File: config.mk
export PLATFORM = sky130hd
export DESIGN_NAME = mii_rx_framesync
export DESIGN_NICKNAME = d
export VERILOG_FILES = /design/src/rtl/mii_rxsync_pkg.sv /design/src/rtl/mii_rxsync_gapcnt.sv /design/src/rtl/mii_rxsync_fsm.sv /design/src/rtl/mii_rx_framesync.sv
export SDC_FILE = /design/constraint.sdc
export NUM_CORES = 1
export LEC_CHECK = 0
export ABC_AREA = 1
export BUFFER_PORTS_ARGS = -buffer_cell sky130_fd_sc_hd__buf_4
export CAP_MARGIN = 20
export CORE_AREA = 2 2 39 41
export CTS_CLUSTER_DIAMETER = 60
export DETAILED_ROUTE_END_ITERATION = 10
export DIE_AREA = 0 0 41 43
export PLACE_DENSITY = 0.77
export SLEW_MARGIN = 20
export SYNTH_ARGS = -nofsm -noshare
export SYNTH_HDL_FRONTEND = slang
export SYNTH_SLANG_ARGS = --single-unit
File: constraint.sdc
create_clock -name clk -period 2.38 [get_ports clk]
set_clock_uncertainty 0.15 [all_clocks]
set_input_delay 0.119 -clock clk [delete_from_list [all_inputs] [get_ports clk]]
set_output_delay 0.119 -clock clk [all_outputs]
set_load 0.1 [all_outputs]
File: src/rtl/mii_rxsync_pkg.sv
package mii_rxsync_pkg;

    localparam int NIB_W    = 4;
    localparam int N_STATES = 6;

    // enum value equals the bit index in the one-hot output vector
    typedef enum logic [2:0] {
        S_IDLE = 3'd0,
        S_DROP = 3'd1,
        S_PRE  = 3'd2,
        S_SFD  = 3'd3,
        S_DLO  = 3'd4,
        S_DHI  = 3'd5
    } sync_state_e;

    typedef struct packed {
        logic             valid;
        logic [NIB_W-1:0] nib;
    } rx_beat_t;

    function automatic logic [N_STATES-1:0] state_to_onehot(sync_state_e s);
        return N_STATES'(1) << s;
    endfunction

    function automatic logic is_body(sync_state_e s);
        return (s == S_DLO) || (s == S_DHI) || (s == S_DROP);
    endfunction

endpackage

File: src/rtl/mii_rxsync_gapcnt.sv
module mii_rxsync_gapcnt #(
    parameter int GAP_LIMIT = 24
) (
    input  logic clk,
    input  logic rst,
    input  logic rx_dv,
    input  logic in_body,
    input  logic ignore_gap,
    output logic gap_ok
);
    localparam int CW = $clog2(GAP_LIMIT + 1);
    localparam logic [CW-1:0] LIMIT = CW'(GAP_LIMIT);

    logic [CW-1:0] cnt;

    always_ff @(posedge clk) begin
        if (rst) begin
            cnt <= '0;
        end else if (rx_dv && in_body) begin
            cnt <= '0;
        end else if (!rx_dv && cnt != LIMIT) begin
            cnt <= cnt + 1'b1;
        end
    end

    assign gap_ok = ignore_gap || (cnt == LIMIT);


    gap_saturate_chk: assert property (@(posedge clk) disable iff (rst)
        cnt <= LIMIT);


    gap_clear_chk: assert property (@(posedge clk) disable iff (rst)
        (rx_dv && in_body) |=> !gap_ok || ignore_gap);

endmodule

File: src/rtl/mii_rxsync_fsm.sv
module mii_rxsync_fsm
    import mii_rxsync_pkg::*;
#(
    parameter logic [NIB_W-1:0] SYNC_NIB = 4'h5,
    parameter logic [NIB_W-1:0] SFD_NIB  = 4'hD
) (
    input  logic        clk,
    input  logic        rst,
    input  rx_beat_t    beat,
    input  logic        gap_ok,
    output sync_state_e state,
    output logic        drop_pulse,
    output logic        in_body
);
    sync_state_e nxt;
    logic        is_sync;
    logic        is_sfd;

    assign is_sync = (beat.nib == SYNC_NIB);
    assign is_sfd  = (beat.nib == SFD_NIB);

    always_comb begin
        nxt = state;
        if (!beat.valid) begin
            nxt = S_IDLE;
        end else begin
            unique case (state)
                S_IDLE, S_PRE: nxt = is_sync ? S_SFD : S_PRE;
                S_SFD: begin
                    if (is_sfd)       nxt = gap_ok ? S_DLO : S_DROP;
                    else if (is_sync) nxt = S_SFD;
                    else              nxt = S_PRE;
                end
                S_DLO:   nxt = S_DHI;
                S_DHI:   nxt = S_DLO;
                S_DROP:  nxt = S_DROP;
                default: nxt = S_DROP;
            endcase
        end
    end

    always_ff @(posedge clk) begin
        if (rst) begin
            state      <= S_DROP;
            drop_pulse <= 1'b0;
        end else begin
            state      <= nxt;
            drop_pulse <= (state == S_SFD) && beat.valid && is_sfd && !gap_ok;
        end
    end

    assign in_body = is_body(state);


    dv_low_idle_chk: assert property (@(posedge clk) disable iff (rst)
        !beat.valid |=> state == S_IDLE);


    lo_to_hi_chk: assert property (@(posedge clk) disable iff (rst)
        (state == S_DLO && beat.valid) |=> state == S_DHI);


    hi_to_lo_chk: assert property (@(posedge clk) disable iff (rst)
        (state == S_DHI && beat.valid) |=> state == S_DLO);


    accept_chk: assert property (@(posedge clk) disable iff (rst)
        (state == S_SFD && beat.valid && is_sfd && gap_ok) |=> state == S_DLO);


    drop_origin_chk: assert property (@(posedge clk) disable iff (rst)
        drop_pulse |-> (state == S_DROP && $past(state) == S_SFD));

endmodule

File: src/rtl/mii_rx_framesync.sv
module mii_rx_framesync
    import mii_rxsync_pkg::*;
#(
    parameter int GAP_LIMIT = 24
) (
    input  logic                clk,
    input  logic                rst,
    input  logic [NIB_W-1:0]    rxd,
    input  logic                rx_dv,
    input  logic                ign_gap,
    output logic [N_STATES-1:0] state_oh,
    output logic                hi_phase,
    output logic                frame_drop
);
    rx_beat_t    beat;
    sync_state_e state;
    logic        gap_ok;
    logic        in_body;

    assign beat = '{valid: rx_dv, nib: rxd};

    mii_rxsync_gapcnt #(.GAP_LIMIT(GAP_LIMIT)) u_gap (
        .clk        (clk),
        .rst        (rst),
        .rx_dv      (rx_dv),
        .in_body    (in_body),
        .ignore_gap (ign_gap),
        .gap_ok     (gap_ok)
    );

    mii_rxsync_fsm u_fsm (
        .clk        (clk),
        .rst        (rst),
        .beat       (beat),
        .gap_ok     (gap_ok),
        .state      (state),
        .drop_pulse (frame_drop),
        .in_body    (in_body)
    );

    assign state_oh = state_to_onehot(state);
    assign hi_phase = (state == S_DHI);


    onehot_out_chk: assert property (@(posedge clk) disable iff (rst)
        $countones(state_oh) == 1);


    phase_chk: assert property (@(posedge clk) disable iff (rst)
        hi_phase |-> state_oh[5]);

endmodule

==> results.json, run 1 <==
{
  "outcome": "finished, final reports clean",
  "maxCapViolations": 0,
  "synth.area.top_cells": "dfxtp_1 (33%), nand2_1 (16%), inv_1 (12%), nor2_1 (4.8%), ha_1 (4.5%)",
  "clkPwrFrac_pct": 32.6,
  "overflow": 0,
  "syn-mean-instance-area_um2": 6.51,
  "cts_buffer_depth": 2,
  "nets": 117,
  "clkTransAtPathRegs_ns": 0.06,
  "wirelength_um": 1120,
  "power.density_nw_per_um2": 496,
  "initial_core_util_pct": 40.0,
  "period_needed_ns": 1.91,
  "clock-root-buffer": "clkbuf_4",
  "synth-seq-cells": 9,
  "p_sw_w": 0.000121,
  "p_sw_share_pct": 32.8,
  "fin_crit_sh_pct": 80.4,
  "area_delta_synth_final_pct": 34.4,
  "vias": 554,
  "avgRoutedWirePerCell_um": 9.20,
  "seq_area_frac_synth_pct": 32.6,
  "synth_common_cells": "nand2_1 (24), inv_1 (17), dfxtp_1 (9)",
  "n_antenna_cell": 0,
  "synth_edf_count": 0,
  "relSlewSlack_pct": 79.1,
  "maxSlewViolCount": 0,
  "synth.most_common_cell": "nand2_1",
  "dieArea_um2": 1760,
  "postCtsSetupBuffers": 0,
  "synthFlopType": "dfxtp_1",
  "fmax_mhz": 523,
  "min_path_type": "input port to flop",
  "port_buffers": 15,
  "synth_warnings": 0,
  "synth-async-reset-ratio_pct": 0,
  "critPathKind": "flop to flop",
  "synth_cell_types": 20,
  "end_kind": "flop",
  "gp_congestion": 0.866,
  "drt_iter0_markers": 2,
  "drt-pass1-iter-count": 3,
  "dpl_cell_area_um2": 677,
  "grt_max_degree": 9,
  "final_util_pct": 53.7,
  "crit_required_ns": 2.44,
  "path_max_fanout": 4,
  "insertion_delay_ns": 0.26,
  "die_y_um": 43,
  "ant_nets": 0,
  "max_slew.worst_pin.slew_ns": 0.313,
  "htree_levels": 1,
  "final_area_um2": 743,
  "p_seq_share_pct": 43.8,
  "core_region_area_um2": 1380,
  "synth_area_um2": 553,
  "drc_errors": 0,
  "synth_top_area_share_pct": 32.6,
  "rsz0062_at_grt": "no",
  "clock_sinks": 9,
  "power_w": 0.000369,
  "antenna_found_initial": 0,
  "p_int_w": 0.000248,
  "grtUsageTotal_pct": 15.3,
  "vdd_drop_max_mv": 0.360,
  "pin_count": 16,
  "p_leak_nw": 0.389,
  "reg2regPathDepth": 12,
  "critPathLaunchType": "flop",
  "hpwl_um": 823,
  "synth_area_leader_cell": "dfxtp_1",
  "synth_cells": 85,
  "setup_viol": 0,
  "viasPerCell": 4.54,
  "synth_fp_nets": 95,
  "p_comb_share_pct": 23.6,
  "cts_made_buffers": 3,
  "grt_pass1_vias": 457,
  "grt_pass1_wl_um": 1820,
  "drive_above_1_share_pct": 25.5,
  "fp.dieW_um": 41,
  "rows": 14,
  "tns_ns": 0,
  "hold_viol": 0,
  "cp.arrival_ns": 1.97,
  "cts_tree": "done",
  "whs_path_depth": 4
}
## layout by cell type (no fill, tap or decap), drive strengths merged
master       instances
dfxtp                9
clkbuf               4
inv                 19
nand3                4
nand4                1
nor2                 8
a21oi                4
o21ai                1
nand2               26
ha                   2
xor2                 2
nor3b                1
buf                 15
a211oi               1
nor3                 3
dlygate4sd3          4
nor4                 1
o22ai                1
## power groups by stage
| stage | clock [W] | sequential (W) | combinational [W] |
|---|---|---|---|
| 6_report | 0.000120 | 0.000162 | 0.0000872 |
| 5_1_grt | 0.000135 | 0.000163 | 0.0000938 |
| 4_1_cts | 0.000122 | 0.000161 | 0.0000879 |
| 3_5_place_dp | 0 | 0.000165 | 0.0000831 |
| 3_3_place_gp | 0 | 0.000165 | 0.0000827 |
| 2_1_floorplan | 0 | 0.000161 | 0.0000667 |
## metal layers
metal  up-vias  wire length, um  track usage (%)
met2         8              571             23.1
met3         4               38             6.28
li1        299                -                -
met4         0               13             6.00
met5         -                0                0
met1       243              499             18.6
## registers in the layout, summed over array words and instances, names as in the netlist
| signal | cells |
|---|---|
| u_gap.cnt | 5 |
| u_fsm.drop_pulse | 1 |
| u_fsm.state | 3 |
## final timing paths
kind	endpoint	start	slack [ns]
worst max-delay path	u_fsm.state[0]	u_gap.cnt[0]	0.47
worst min-delay path	u_fsm.state[1]	rst	0.03
worst max register to register	u_fsm.state[0]	u_gap.cnt[0]	0.47
worst min register to register	u_gap.cnt[3]	u_gap.cnt[3]	0.34
## kinds of logic after synthesis
group                    count (synthesis)  share of synthesized area (%)
buffers and inverters                   21                           16.3
AO/OA/AOI/OAI                            7                           7.01
flip-flops                               9                           32.6
adder cells (fa/ha/maj)                  2                           4.52
AND/OR/NAND/NOR                         44                           36.4
XOR/XNOR                                 2                           3.17
## stage by stage
step           setup WS [ns]  hold slack, ns  std cells
6_report               0.467          0.0259        122
5_1_grt                0.358          0.0440        122
4_1_cts                0.466          0.0221        122
3_5_place_dp           0.971           0.204        114
3_3_place_gp           0.976           0.205        114
2_1_floorplan          0.193          0.0721         85
## cell type report
| cell class | count | area [um^2] |
|---|---|---|
| sequential | 9 | 180 |
| timing repair buffer | 19 | 153 |
| tap | 16 | 20.0 |
| clock buffer | 4 | 26.3 |
| inverter | 19 | 71.3 |
| multi-input combinational | 55 | 293 |
| fill | 142 | 641 |
## critical path, cell delays in order (launching register included)
cell,delay [ns]
dfxtp_1,0.38
inv_1,0.07
ha_1,0.19
nand2_1,0.06
inv_1,0.03
nand2_1,0.08
nand2_1,0.08
nand2_1,0.08
nand2_1,0.05
nand2_1,0.06
nand2_1,0.05
nand2_1,0.04
dlygate4sd3_1,0.52
## repair_timing
action	4_1_cts	5_1_grt
resized for setup	0	0
hold buffers	4	0
hold endpoints to repair	2	0
(Power assumes the default switching activity.)
==> run 2: changes to the inputs <==
PLACE_DENSITY = 0.8   (was 0.77)
clock period = 1.6 ns   (was 2.38 ns; I/O delays follow)
==> results.json, run 2 (synthesis results as in run 1) <==
{
  "min_path_type": "input port to flop",
  "hpwl_um": 904,
  "insertion_delay_ns": 0.27,
  "finalNonFillerCells": 122,
  "ant_nets": 0,
  "area_delta_synth_final_pct": 39.8,
  "p_int_w": 0.000371,
  "path_max_fanout": 6,
  "grtUsageMet2_pct": 27.2,
  "cts_buffer_depth": 2,
  "crit_top_cell": "inv_1",
  "p_seq_share_pct": 43.5,
  "postCtsSetupBuffers": 0,
  "cts_made_buffers": 3,
  "grt_max_degree": 9,
  "vias": 577,
  "fillers": 137,
  "htree_levels": 1,
  "grt_pass1_wl_um": 1760,
  "maxCapViolations": 0,
  "n_antenna_cell": 0,
  "period_needed_ns": 1.55,
  "maxSlewViolCount": 0,
  "p_sw_share_pct": 33.1,
  "fin_crit_sh_pct": 96.6,
  "nets": 117,
  "grtUsageTotal_pct": 14.9,
  "port_buffers": 15,
  "p_comb_share_pct": 24.2,
  "pin_count": 16,
  "crit_path_top_delay_cell": "dfxtp_2",
  "dpl_cell_area_um2": 698,
  "largest_registers": "u_gap.cnt (5), u_fsm.state (3), u_fsm.drop_pulse (1)",
  "tns_ns": 0,
  "viasPerCell": 4.73,
  "setup_viol": 0,
  "max_flop_register": "u_gap.cnt",
  "critPathLaunchType": "flop",
  "power_w": 0.000555,
  "fmax_mhz": 647,
  "initial_core_util_pct": 40.0,
  "max_stage_delay_ns": 0.41,
  "worstPathCellList": "inv_1 > nor2_1 > inv_1 > nor2_2 > buf_8",
  "mostFrequentLayoutCells": "nand2_1 (23), inv_1 (15), buf_4 (14)",
  "wirelength_um": 1130,
  "core_region_area_um2": 1380,
  "path_buf_inv": 3,
  "drt_iter0_markers": 11,
  "relSlewSlack_pct": 81.5,
  "clock-root-buffer": "clkbuf_4",
  "use_met1_pct": 12.9,
  "drive_above_1_share_pct": 33.0,
  "p_leak_nw": 0.370,
  "cpLargestDelayFamily": "flip-flops",
  "rows": 14,
  "overflow": 0,
  "final_area_um2": 773,
  "use_met3_pct": 7.85,
  "dieArea_um2": 1760,
  "fp.dieW_um": 41,
  "avgRoutedWirePerCell_um": 9.29,
  "gp_congestion": 0.726,
  "rsz0062_at_grt": "no",
  "drc_errors": 0,
  "crit_required_ns": 1.37,
  "cts_tree": "done",
  "antenna_found_initial": 0,
  "dp.cells": 114,
  "critPathKind": "flop to output port",
  "outcome": "finished, final reports clean",
  "grt_busiest_layer": "met2",
  "max_slew.worst_pin.slew_ns": 0.280,
  "die_y_um": 43,
  "hold_ws_ns": 0.00101,
  "end_kind": "output port",
  "hold_viol": 0,
  "p_sw_w": 0.000184,
  "final_common_cell": "nand2_1",
  "clkPwrFrac_pct": 32.3,
  "drt-pass1-iter-count": 4,
  "power.density_nw_per_um2": 718,
  "clkTransAtPathRegs_ns": 0.06,
  "grt_pass1_vias": 477,
  "cp.arrival_ns": 1.32,
  "vdd_drop_max_mv": 0.399,
  "clock_sinks": 9,
  "largest_register_ffs": 5
}
[run 2: cell types whose count changed in the layout (fill, tap and decap cells not counted)]
cell	delta
nor2_2	+2
inv_1	-2
nand2_2	+1
dfxtp_1	-2
nor2_1	-2
dfxtp_2	+2
nand2_1	-1
buf_4	-1
clkinvlp_4	+2
nand3_2	+1
nand3_1	-1
buf_8	+1
[run 2: metrics by stage]
step	util, %	setup WS (ns)
6_report	55.9	0.0539
3_3_place_gp	50.5	0.247
5_1_grt	55.9	0.00378
3_5_place_dp	50.5	0.234
2_1_floorplan	-	-0.268
4_1_cts	55.3	0.00514
[run 2: cell type report]
cell class | count | area, um^2 | share of cell area (%)
multi-input cells | 55 | 305 | 39.5
flip-flops and latches | 9 | 183 | 23.6
repair buffers | 19 | 160 | 20.7
inverters | 19 | 78.8 | 10.2
clock buffers | 4 | 26.3 | 3.40
well taps | 16 | 20.0 | 2.59
[run 2: per-layer routing]
metal	routed length, um	part of all wire (%)
met3	80	7.1
met1	427	38
met4	0	0
met5	0	0
met2	624	55
[run 2: worst paths after layout]
check | from | to | slack (ns) | cells after the start
max | u_fsm.state[2] | state_oh[4] | 0.05 | 5
min | rxd[1] | u_fsm.drop_pulse | 0.001 | 4
max reg2reg | u_gap.cnt[0] | u_fsm.state[0] | 0.24 | 11
min reg2reg | u_gap.cnt[3] | u_gap.cnt[3] | 0.33 | 2
[run 2: power by group through the flow]
stage	combinational, W	sequential (W)	clock, W
6_report	0.000134	0.000241	0.000179
3_3_place_gp	0.000125	0.000245	0
3_5_place_dp	0.000126	0.000246	0
2_1_floorplan	0.000103	0.000240	0
5_1_grt	0.000146	0.000242	0.000195
4_1_cts	0.000135	0.000241	0.000185
[run 2: timing repair]
item	CTS	global route
setup endpoints to repair	3	1
resized for setup	1	2
hold buffers	4	0
endpoints found under the hold margin	4	0
[run 2: worst min-delay path, stage by stage]
cell	delay (ns)
buf_4	0.07
inv_1	0.03
nand3_1	0.13
nor4_2	0.07
==> run 3: changes to the inputs <==
PLACE_DENSITY = 0.69   (was 0.8)
==> results.json, run 3 (synthesis results as in run 1) <==
{
  "area_delta_synth_final_pct": 41.2,
  "p_leak_nw": 0.371,
  "fin_crit_sh_pct": 94.0,
  "largest_register_ffs": 5,
  "avgRoutedWirePerCell_um": 9.52,
  "cts_made_buffers": 3,
  "clock_sinks": 9,
  "grt_pass1_wl_um": 1960,
  "min_path_type": "input port to flop",
  "viasPerCell": 4.52,
  "htree_levels": 1,
  "drt-pass1-iter-count": 3,
  "cts_tree": "done",
  "n_antenna_cell": 0,
  "end_kind": "output port",
  "core_region_area_um2": 1380,
  "dieArea_um2": 1760,
  "clock-root-buffer": "clkbuf_4",
  "overflow": 0,
  "r2r_slack_ns": 0.20,
  "hold_viol": 0,
  "drt_iter0_markers": 1,
  "maxSlewViolCount": 0,
  "setup_viol": 0,
  "critPathLaunchType": "flop",
  "vias": 552,
  "ant_nets": 0,
  "period_needed_ns": 1.50,
  "hpwl_um": 906,
  "setup_slack_ns": 0.0965,
  "outcome": "finished, final reports clean",
  "worstHoldStart": "rxd[1]",
  "rows": 14,
  "fillers": 142,
  "wirelength_um": 1160,
  "port_buffers": 15,
  "pin_count": 16,
  "max_slew.worst_pin.slew_ns": 0.279,
  "grtUsageTotal_pct": 16.7,
  "max_flop_register": "u_gap.cnt",
  "maxCapViolations": 0,
  "relSlewSlack_pct": 81.6,
  "critPathKind": "flop to output port",
  "path_max_fanout": 8,
  "nets": 117,
  "mostFrequentLayoutCells": "nand2_1 (23), inv_1 (15), buf_4 (14)",
  "cp-startpoint": "u_fsm.state[0]",
  "drive_above_1_share_pct": 33.0,
  "final_common_cell": "nand2_1",
  "rsz0062_at_grt": "no",
  "power.density_nw_per_um2": 707,
  "largest_registers": "u_gap.cnt (5), u_fsm.state (3), u_fsm.drop_pulse (1)",
  "drc_errors": 0,
  "grt_pass1_vias": 494,
  "gp_congestion": 0.761,
  "preCtsSetupSlack_ns": 0.224,
  "initial_core_util_pct": 40.0,
  "fmax_mhz": 665,
  "die_y_um": 43,
  "grt_max_degree": 9,
  "antenna_found_initial": 0,
  "cts_buffer_depth": 2,
  "vdd_drop_max_mv": 0.545,
  "cp.arrival_ns": 1.27,
  "power_w": 0.000552,
  "worstReg2RegStart": "u_gap.cnt[0]",
  "tns_ns": 0,
  "insertion_delay_ns": 0.26,
  "clkTransAtPathRegs_ns": 0.06,
  "fp.dieW_um": 41,
  "crit_required_ns": 1.37
}
[run 3: what timing repair did]
item | in CTS | in global routing
hold buffers | 4 | 0
resized for setup | 1 | 4
hold endpoints to repair | 4 | 0
setup endpoints to repair | 3 | 1
buffers inserted | 0 | 0
[run 3: area by class of cell]
class,count,area [um^2],share of cell area [%]
flip-flops and latches,9,185,23.7
inverters,19,78.8,10.1
clock buffers,4,26.3,3.37
well taps,16,20.0,2.56
multi-input cells,55,305,39.1
repair buffers,19,165,21.2
[run 3: worst paths after layout]
check	endpoint	cells past startpoint
hold / removal	u_fsm.drop_pulse	4
setup reg to reg	u_fsm.state[0]	11
setup / recovery	hi_phase	5
hold reg to reg	u_gap.cnt[0]	2
[run 3: where the power goes]
group	leakage, nW	internal, W	total [W]	switching [W]
logic	0.283	0.0000441	0.000134	0.0000899
registers	0.0739	0.000229	0.000240	0.0000106
clock network	0.0150	0.0000963	0.000178	0.0000817
total	0.371	0.000370	0.000552	0.000182
[run 3: per-stage QoR]
stage          cell area, um^2  instances  hold WS (ns)  util [%]
3_5_place_dp               698        114         0.174      50.5
6_report                   781        122       0.00994      56.4
5_1_grt                    781        122        0.0428      56.4
3_3_place_gp               698        114         0.171      50.5
2_1_floorplan              597         85        0.0331         -
4_1_cts                    766        122       0.00793      55.3
[run 3: layer usage]
layer	share of wire [%]	track usage, %
met1	44	19.5
met2	48	24.7
met3	3.1	1.57
met4	4.0	16.0
met5	0	0
[run 3: critical path, stage by stage, from the launching register on]
cell and delay, ns:
dfxtp_2 0.42, inv_2 0.05, nor2_2 0.11, nand2_2 0.08, clkinvlp_4 0.07, buf_4 0.28
